==> config.mk <==
export PLATFORM = sky130hd
export DESIGN_NAME = dma_req_bridge
export DESIGN_NICKNAME = d
export VERILOG_FILES = /design/src/rtl/dbr_pkg.sv /design/src/rtl/dbr_req_slot.sv /design/src/rtl/dbr_tc_capture.sv /design/src/rtl/dbr_host_regs.sv /design/src/rtl/dma_req_bridge.sv
export SDC_FILE = /design/constraint.sdc
export NUM_CORES = 1
export LEC_CHECK = 0
export ABC_AREA = 1
export BUFFER_PORTS_ARGS = -buffer_cell sky130_fd_sc_hd__buf_2
export CAP_MARGIN = 40
export CORE_MARGIN = 2
export CORE_UTILIZATION = 42
export CTS_CLUSTER_DIAMETER = 150
export DETAILED_ROUTE_END_ITERATION = 12
export GPL_TIMING_DRIVEN = 1
export PLACE_DENSITY = 0.77
export RECOVER_POWER = 100
export SLEW_MARGIN = 20
export SYNTH_ARGS = -nofsm -noshare
export SYNTH_HDL_FRONTEND = slang
export SYNTH_SLANG_ARGS = --single-unit
==> constraint.sdc <==
create_clock -name clk -period 1.4 [get_ports clk]
set_clock_uncertainty 0.2 [all_clocks]
set_input_delay 0.28 -clock clk [delete_from_list [all_inputs] [get_ports clk]]
set_output_delay 0.28 -clock clk [all_outputs]
set_load 0.01 [all_outputs]
==> src/rtl/dbr_pkg.sv <==
package dbr_pkg;

    // Default geometry of the bridge
    parameter int unsigned CH_N         = 2;
    parameter int unsigned PAIRS_PER_CH = 2;
    parameter int unsigned ADDR_W       = 3;
    parameter int unsigned DATA_W       = 8;

    // Register offsets seen by the host driver
    localparam int unsigned OFS_CTRL   = 4;
    localparam int unsigned OFS_TCSTAT = 5;
    localparam int unsigned MIE_BIT    = 0;

    typedef enum logic [1:0] {
        SEL_NONE   = 2'd0,
        SEL_CTRL   = 2'd1,
        SEL_TCSTAT = 2'd2
    } reg_sel_e;

    // State held by one request slot
    typedef struct packed {
        logic pend;   // request latched, waiting for acknowledge
        logic req_q;  // pin value seen in the previous cycle
    } slot_st_t;

    // Channel enables count down from the top data bit
    function automatic int unsigned en_bit_of(int unsigned dw, int unsigned ch);
        return dw - 1 - ch;
    endfunction

    function automatic int unsigned chan_of(int unsigned pair, int unsigned per_ch);
        return pair / per_ch;
    endfunction

endpackage

==> src/rtl/dbr_req_slot.sv <==
module dbr_req_slot
    import dbr_pkg::*;
(
    input  logic clk,
    input  logic rst,
    input  logic enable,
    input  logic req_pin,
    input  logic ack,
    output logic drq,
    output logic oe
);

    slot_st_t st_q, st_d;
    logic     rise;

    assign rise = req_pin & ~st_q.req_q;

    always_comb begin
        st_d.req_q = req_pin;
        // a new edge outranks an acknowledge in the same cycle
        st_d.pend  = enable & (rise | (st_q.pend & ~ack));
    end

    always_ff @(posedge clk) begin
        if (rst) begin
            st_q <= '0;
        end else begin
            st_q <= st_d;
        end
    end

    // a pending request is dropped as soon as its enable falls
    assign drq = st_q.pend & enable;
    assign oe  = enable;

endmodule

==> src/rtl/dbr_tc_capture.sv <==
module dbr_tc_capture #(
    parameter int unsigned CH_N         = dbr_pkg::CH_N,
    parameter int unsigned PAIRS_PER_CH = dbr_pkg::PAIRS_PER_CH,
    localparam int unsigned PAIR_N      = CH_N * PAIRS_PER_CH
) (
    input  logic              tc,
    input  logic [PAIR_N-1:0] dack,
    input  logic [CH_N-1:0]   ch_en,
    output logic [CH_N-1:0]   tc_hit
);

    for (genvar c = 0; c < CH_N; c++) begin : g_ch
        assign tc_hit[c] = tc & ch_en[c] & (|dack[c*PAIRS_PER_CH +: PAIRS_PER_CH]);
    end

endmodule

==> src/rtl/dbr_host_regs.sv <==
module dbr_host_regs
    import dbr_pkg::*;
#(
    parameter int unsigned CH_N   = dbr_pkg::CH_N,
    parameter int unsigned ADDR_W = dbr_pkg::ADDR_W,
    parameter int unsigned DATA_W = dbr_pkg::DATA_W
) (
    input  logic              clk,
    input  logic              rst,
    input  logic [ADDR_W-1:0] host_addr,
    input  logic              host_wr,
    input  logic              host_rd,
    input  logic [DATA_W-1:0] host_wdata,
    output logic [DATA_W-1:0] host_rdata,
    input  logic [CH_N-1:0]   tc_hit,
    output logic [CH_N-1:0]   dma_en,
    output logic              irq_en,
    output logic [CH_N-1:0]   tc_stat
);

    reg_sel_e        sel;
    logic            wr_ctrl, wr_stat;
    logic [CH_N-1:0] en_d, clr_mask;

    always_comb begin
        sel = SEL_NONE;
        if (host_addr == ADDR_W'(OFS_CTRL)) begin
            sel = SEL_CTRL;
        end else if (host_addr == ADDR_W'(OFS_TCSTAT)) begin
            sel = SEL_TCSTAT;
        end
    end

    assign wr_ctrl = host_wr && (sel == SEL_CTRL);
    assign wr_stat = host_wr && (sel == SEL_TCSTAT);

    for (genvar c = 0; c < CH_N; c++) begin : g_bits
        assign en_d[c]     = host_wdata[en_bit_of(DATA_W, c)];
        assign clr_mask[c] = wr_stat & host_wdata[c];
    end

    always_ff @(posedge clk) begin
        if (rst) begin
            dma_en  <= '0;
            irq_en  <= 1'b0;
            tc_stat <= '0;
        end else begin
            if (wr_ctrl) begin
                dma_en <= en_d;
                irq_en <= host_wdata[MIE_BIT];
            end
            // capture is applied after the clear so that it wins
            tc_stat <= (tc_stat & ~clr_mask) | tc_hit;
        end
    end

    always_comb begin
        host_rdata = '0;
        if (host_rd) begin
            unique case (sel)
                SEL_CTRL: begin
                    for (int c = 0; c < CH_N; c++) begin
                        host_rdata[en_bit_of(DATA_W, c)] = dma_en[c];
                    end
                    host_rdata[MIE_BIT] = irq_en;
                end
                SEL_TCSTAT: host_rdata[CH_N-1:0] = tc_stat;
                default:    host_rdata = '0;
            endcase
        end
    end

endmodule

==> src/rtl/dma_req_bridge.sv <==
module dma_req_bridge
    import dbr_pkg::*;
#(
    parameter int unsigned CH_N         = dbr_pkg::CH_N,
    parameter int unsigned PAIRS_PER_CH = dbr_pkg::PAIRS_PER_CH,
    parameter int unsigned ADDR_W       = dbr_pkg::ADDR_W,
    parameter int unsigned DATA_W       = dbr_pkg::DATA_W,
    localparam int unsigned PAIR_N      = CH_N * PAIRS_PER_CH
) (
    input  logic              clk,
    input  logic              rst,
    input  logic [ADDR_W-1:0] host_addr,
    input  logic              host_wr,
    input  logic              host_rd,
    input  logic [DATA_W-1:0] host_wdata,
    output logic [DATA_W-1:0] host_rdata,
    input  logic [PAIR_N-1:0] ctl_req,
    input  logic [PAIR_N-1:0] dack,
    input  logic              tc,
    output logic [PAIR_N-1:0] drq,
    output logic [PAIR_N-1:0] drq_oe,
    output logic              irq
);

    logic [CH_N-1:0] dma_en;
    logic [CH_N-1:0] tc_stat;
    logic [CH_N-1:0] tc_hit;
    logic            irq_en;

    dbr_host_regs #(
        .CH_N   (CH_N),
        .ADDR_W (ADDR_W),
        .DATA_W (DATA_W)
    ) u_regs (
        .clk        (clk),
        .rst        (rst),
        .host_addr  (host_addr),
        .host_wr    (host_wr),
        .host_rd    (host_rd),
        .host_wdata (host_wdata),
        .host_rdata (host_rdata),
        .tc_hit     (tc_hit),
        .dma_en     (dma_en),
        .irq_en     (irq_en),
        .tc_stat    (tc_stat)
    );

    dbr_tc_capture #(
        .CH_N         (CH_N),
        .PAIRS_PER_CH (PAIRS_PER_CH)
    ) u_tc (
        .tc     (tc),
        .dack   (dack),
        .ch_en  (dma_en),
        .tc_hit (tc_hit)
    );

    for (genvar p = 0; p < PAIR_N; p++) begin : g_slot
        dbr_req_slot u_slot (
            .clk     (clk),
            .rst     (rst),
            .enable  (dma_en[chan_of(p, PAIRS_PER_CH)]),
            .req_pin (ctl_req[p]),
            .ack     (dack[p]),
            .drq     (drq[p]),
            .oe      (drq_oe[p])
        );
    end

    assign irq = irq_en & (|tc_stat);

endmodule

# Word level (Yosys, flattened, before mapping)
# Index checks and enable logic that the tools add are counted.
[word_totals] register_bits=13 input_bits=24 output_inout_bits=17 word_cells=64
[op_classes] eq_ne=4 mux=6 n_bitwise=38 n_reduce_logical=5
[ops] operator="1-bit AND" n=23
[ops] operator="8-bit 2-to-1 mux" n=1
[ops] operator="1-bit inverter" n=8
[ops] operator="3-bit equality test (second input constant)" n=2
[ops] operator="2-bit 2-to-1 mux" n=3
[ops] operator="2-bit OR reduction" n=3
[ops] operator="1-bit bitwise OR" n=4
[ops] operator="2-bit AND" n=1
[ops] operator="2-bit by 1-bit equality test with 1-bit output (second input constant)" n=1
[ops] operator="2-bit equality test (second input constant)" n=1
[ops] operator="1-bit logical AND" n=2
[ops] operator="2-bit inverter" n=1
[ops] operator="2-bit bitwise OR" n=1
[ops] operator="1-bit case mux with 2 select lines" n=1
[ops] operator="1-bit 2-to-1 mux" n=1

# Longest topological paths before layout
[logic_depth] word_depth=9 mapped_depth=5 mapped_depth_nobuf=5

# Modules after synthesis
# Synthesis repeated with hierarchy kept, for this count alone.
[unflattened] cells_unflattened=112 hier_area_um2=706.9
[by_module_without_submodules] mod="dbr_req_slot" n_inst=4 cells_per_inst=14 area_each_um2=93.8 seq_area_each_um2=40.0
[by_module_without_submodules] mod="dbr_host_regs" n_inst=1 cells_per_inst=47 area_each_um2=297.8 seq_area_each_um2=100.1
[by_module_without_submodules] mod="dbr_tc_capture" n_inst=1 cells_per_inst=6 area_each_um2=22.5 seq_area_each_um2=0.0
[by_module_without_submodules] mod="dma_req_bridge" n_inst=1 cells_per_inst=3 area_each_um2=11.3 seq_area_each_um2=0.0

# Worst setup path before layout
# OpenSTA, ideal clock, no wires.
[synth_path] path_kind="input to output" from="input port host_addr[1]" to="output port host_rdata[6]" t_arrival_ps=745 t_required_ps=920 path_slack_ps=175 cell_stages=3 path_buffers=0 path_cell_list="nor2_4 -> nand2_1 -> nor3_1"
[synth_between] elab_chain_len=6 elab_cells_between_ends=7 classes_between="3 x eq/ne; 4 x mux"
[synth_rtl] item="from (decl)" line="dma_req_bridge.sv:12" rtl="input logic [ADDR_W-1:0] host_addr,"
[synth_rtl] item="3-bit equality test" line="dbr_host_regs.sv:29" rtl="end else if (host_addr == ADDR_W'(OFS_TCSTAT)) begin"
[synth_rtl] item="2-bit 2-to-1 mux" line="dbr_host_regs.sv:29"
[synth_rtl] item="2-bit 2-to-1 mux (*)" line="dbr_host_regs.sv:27" rtl="if (host_addr == ADDR_W'(OFS_CTRL)) begin"
[synth_rtl] item="2-bit by 1-bit equality test with 1-bit output (*)" line="dbr_host_regs.sv:60" rtl="unique case (sel)"
[synth_rtl] item="2-bit 2-to-1 mux (*)" line="dbr_host_regs.sv:60"
[synth_rtl] item="8-bit 2-to-1 mux (*)" line="dbr_host_regs.sv:59" rtl="if (host_rd) begin"
[synth_rtl] item="to (decl)" line="dma_req_bridge.sv:16" rtl="output logic [DATA_W-1:0] host_rdata,"
# Mark *: on every way between the ends. The rest lies on a longest branch, timed or not.

# Final worst setup path
[layout_path] from="register u_regs.dma_en[1]" to="output port drq[2]"
[layout_between] elab_chain_len=1
[layout_rtl] item="from (decl)" line="dbr_host_regs.sv:16" rtl="output logic [CH_N-1:0] dma_en,"
[layout_rtl] item="from (signal assigned)" line="dbr_host_regs.sv:49" rtl="dma_en <= en_d;"
[layout_rtl] item="1-bit AND" line="dbr_req_slot.sv:33" rtl="assign drq = st_q.pend & enable;"
[layout_rtl] item="to (decl)" line="dma_req_bridge.sv:20" rtl="output logic [PAIR_N-1:0] drq,"
# Every way passes these cells.

==> results.py <==
metrics = {
    "yosys": {
        "synth_warnings": 0,
        "synth_top_family_by_area": "simple AND/OR/NAND/NOR gates",
        "synth_top_area_share_pct": 35.56,
        "ys.flop_type": "dfxtp_1",
        "yosysSeqAreaShare_pct": 35.56,
        "ys_types": 17,
        "synthXorXnorAreaFrac_pct": 0,
        "synth_compound_area_share_pct": 6.496,
        "synth.ff_latch_count": 13,
        "synth_top_cell_by_area": "dfxtp_1",
        "synthTopCellsByArea": "dfxtp_1 (36%), inv_1 (14%), buf_4 (12%), nor2_1 (9.7%), nand2_1 (8.7%)",
        "synth_simple_gate_area_share_pct": 29.57,
        "avgSynthCellArea_sq_um": 6.594,
        "synthAdderAreaFrac_pct": 0,
        "yosys.cell_count.top_type": "inv_1",
        "syn_area_sq_um": 732.0,
        "ys_top_cells_by_count": "inv_1 (28), nor2_1 (19), nand2_1 (17)",
        "yosys-mux-area-fraction_pct": 0,
        "syn_inst": 111,
        "synth_edf_count": 0,
        "synth-async-reset-ratio_pct": 0,
    },
    "grt": {
        "grt_pass1_wl_mm": 2.166,
        "grt_use_total_pct": 15.00,
        "grt_pass1_vias": 560,
        "antenna_found_initial": 0,
        "grt_remaining_overflow": 0,
        "grt_max_degree": 10,
    },
    "setup_path": {
        "worst_setup_path_end_kind": "output port",
        "cp_max_fo": 4,
        "critPathKind": "reg2out",
        "crit_buf_inv": 3,
        "cp.arrival_ps": 930,
        "crit_family": "flip-flops",
        "required_ps": 920,
        "cpMaxStageDelayCell": "dfxtp_2",
        "path_cells": "buf_6 > nand2_2 > inv_1 > buf_2",
        "start_kind": "flip-flop",
        "cpPeakStageDelay_ps": 330,
    },
    "floorplanning": {
        "die-area_sq_um": 2093,
        "num_io_pins": 41,
        "die_w_microns": 45.75,
        "start_util_pct": 43.33,
        "core_sq_um": 1689,
        "dieHeight_microns": 45.75,
        "rows": 15,
    },
    "sta": {
        "finalWorstSetupSlack_ps": -8.419,
        "rsz0062_at_grt": "true",
        "holdWs_ps": 8.790,
        "slew_violations": 0,
        "fmax_mhz": 710.0,
        "min_period_ps": 1408,
        "period_share_pct": 100.6,
        "setup_viol": 4,
        "hold_violations": 0,
    },
    "layout": {
        "area_delta_synth_final_pct": 34.53,
        "drive_above_1_share_pct": 40.41,
        "nets": 171,
        "n_antenna_cell": 0,
        "ff_latch_area_sq_um": 266.5,
        "multiInputGateArea_sq_um": 309.0,
        "fillers": 168,
        "final_area_sq_um": 984.7,
    },
    "clocking": {
        "cts_max_path_buffers": 2,
        "cts_tree": "done",
        "cts_inserted_buffers": 3,
        "cts_root_buffer": "clkbuf_4",
        "clk_pin_slew_ps": 80,
        "clock_sinks": 13,
        "cts.htree.levels": 1,
        "clock_latency_ps": 280,
    },
    "hold_path": {
        "worstHoldPathType": "in2reg",
    },
    "route": {
        "dr.first_iter.drc_count": 3,
        "ant_nets": 0,
        "drc": 0,
        "wl_per_cell_microns": 9.607,
        "wl_mm": 1.566,
        "num_vias": 731,
        "first_pass_iters": 4,
        "viasPerCell": 4.485,
    },
    "placed_design": {
        "post_dp_cell_area_sq_um": 852.1,
        "gp_congestion": 0.7839,
        "port_buffers": 32,
        "dp_hpwl_mm": 1.166,
    },
    "power_and_ir_drop": {
        "irDropWorstVdd_mv": 0.6757,
        "power.density_nw_per_um2": 757.8,
        "leakagePower_nw": 0.5532,
    },
    "run_status": {
        "failed_checks": "negative setup slack",
        "status": "finished, violations left",
    },
    "job": {
        "maxCapViolCount": 0,
    },
}
## where the power goes
part           switching [mW]  internal [mW]
Clock                   0.122          0.111
Combinational          0.0666         0.0602
Sequential            0.00523          0.382
## placed cells by master, fill, tap and decap left out
cell | Yosys | final
o211ai_1 | 2 | 2
nor3b_4 | 0 | 1
nand4_1 | 6 | 6
nand3_1 | 2 | 2
nor3_2 | 0 | 2
buf_4 | 12 | 5
buf_8 | 0 | 1
inv_1 | 28 | 24
clkbuf_1 | 0 | 5
o22ai_1 | 2 | 2
nor2_4 | 1 | 1
conb_1 | 1 | 4
o21a_1 | 2 | 2
nor2_1 | 19 | 19
buf_6 | 0 | 4
nand2_1 | 17 | 13
buf_2 | 1 | 26
a21oi_2 | 0 | 1
inv_4 | 0 | 1
clkbuf_4 | 0 | 4
nand2_2 | 0 | 4
dfxtp_2 | 0 | 5
dfxtp_1 | 13 | 8
inv_2 | 1 | 4
## final cells by class
cell class	count	area share [%]
inverter	29	11.31
tap	17	2.160
timing repair buffer	41	25.41
sequential	13	27.06
clock buffer	4	2.668
multi-input combinational	59	31.38
## kinds of logic (layout without fill, tap and decap cells)
logic type / Yosys count / after routing
compound gates: 7 / 7
simple gates: 48 / 48
flops: 13 / 13
other cells: 1 / 4
buf+inv: 42 / 74
## state kept, by name, summed over array words and instances (netlist names)
signal,flops
g_slot.u_slot.st_q,8
u_regs.dma_en,2
u_regs.irq_en,1
u_regs.tc_stat,2
## stage by stage
| stage | total power, mW | setup WS, ps | cells | TNS (ps) | utilization (%) |
|---|---|---|---|---|---|
| floorplan | 0.4556 | 175.0 | 114 | 0 | - |
| global placement | 0.4923 | 6.129 | 153 | 0 | 50.44 |
| detailed placement | 0.4955 | -21.76 | 153 | -34.92 | 50.44 |
| CTS | 0.7372 | -22.09 | 160 | -92.31 | 55.56 |
| global route | 0.7883 | -56.09 | 163 | -394.7 | 58.30 |
| finish | 0.7462 | -8.419 | 163 | -18.18 | 58.30 |
## repair_timing
item,in CTS,in global routing
hold endpoints to repair,0,0
pin swaps,4,7
hold buffers,0,0
resized for setup,16,11
endpoints found under the setup margin,7,9
buffers inserted,3,3
## worst reg2reg max path: stages, from the launching register on
cell      delay [ps]
dfxtp_2          350
inv_2             40
clkbuf_4         130
nor2_1           180
o211ai_1         120
nand2_1           70
## worst paths after layout
kind,from,end,slack [ps],depth (start not counted)
min,ctl_req[1],g_slot[1].u_slot.st_q[0],9,3
max,u_regs.dma_en[1],drq[2],-8,4
max reg2reg,u_regs.dma_en[1],u_regs.tc_stat[1],250,5
min reg2reg,g_slot[1].u_slot.st_q[0],g_slot[1].u_slot.st_q[1],290,3
## metal layers
| metal | share of wire, % | track usage [%] | wire (microns) | up-vias |
|---|---|---|---|---|
| li1 | - | - | - | 388 |
| met1 | 42 | 17.31 | 658 | 313 |
| met2 | 48 | 23.38 | 759 | 25 |
| met3 | 6.3 | 3.571 | 98 | 5 |
| met4 | 3.1 | 12.00 | 49 | 0 |
| met5 | 0 | 0 | 0 | - |
Power figures use the tool's default switching activity.
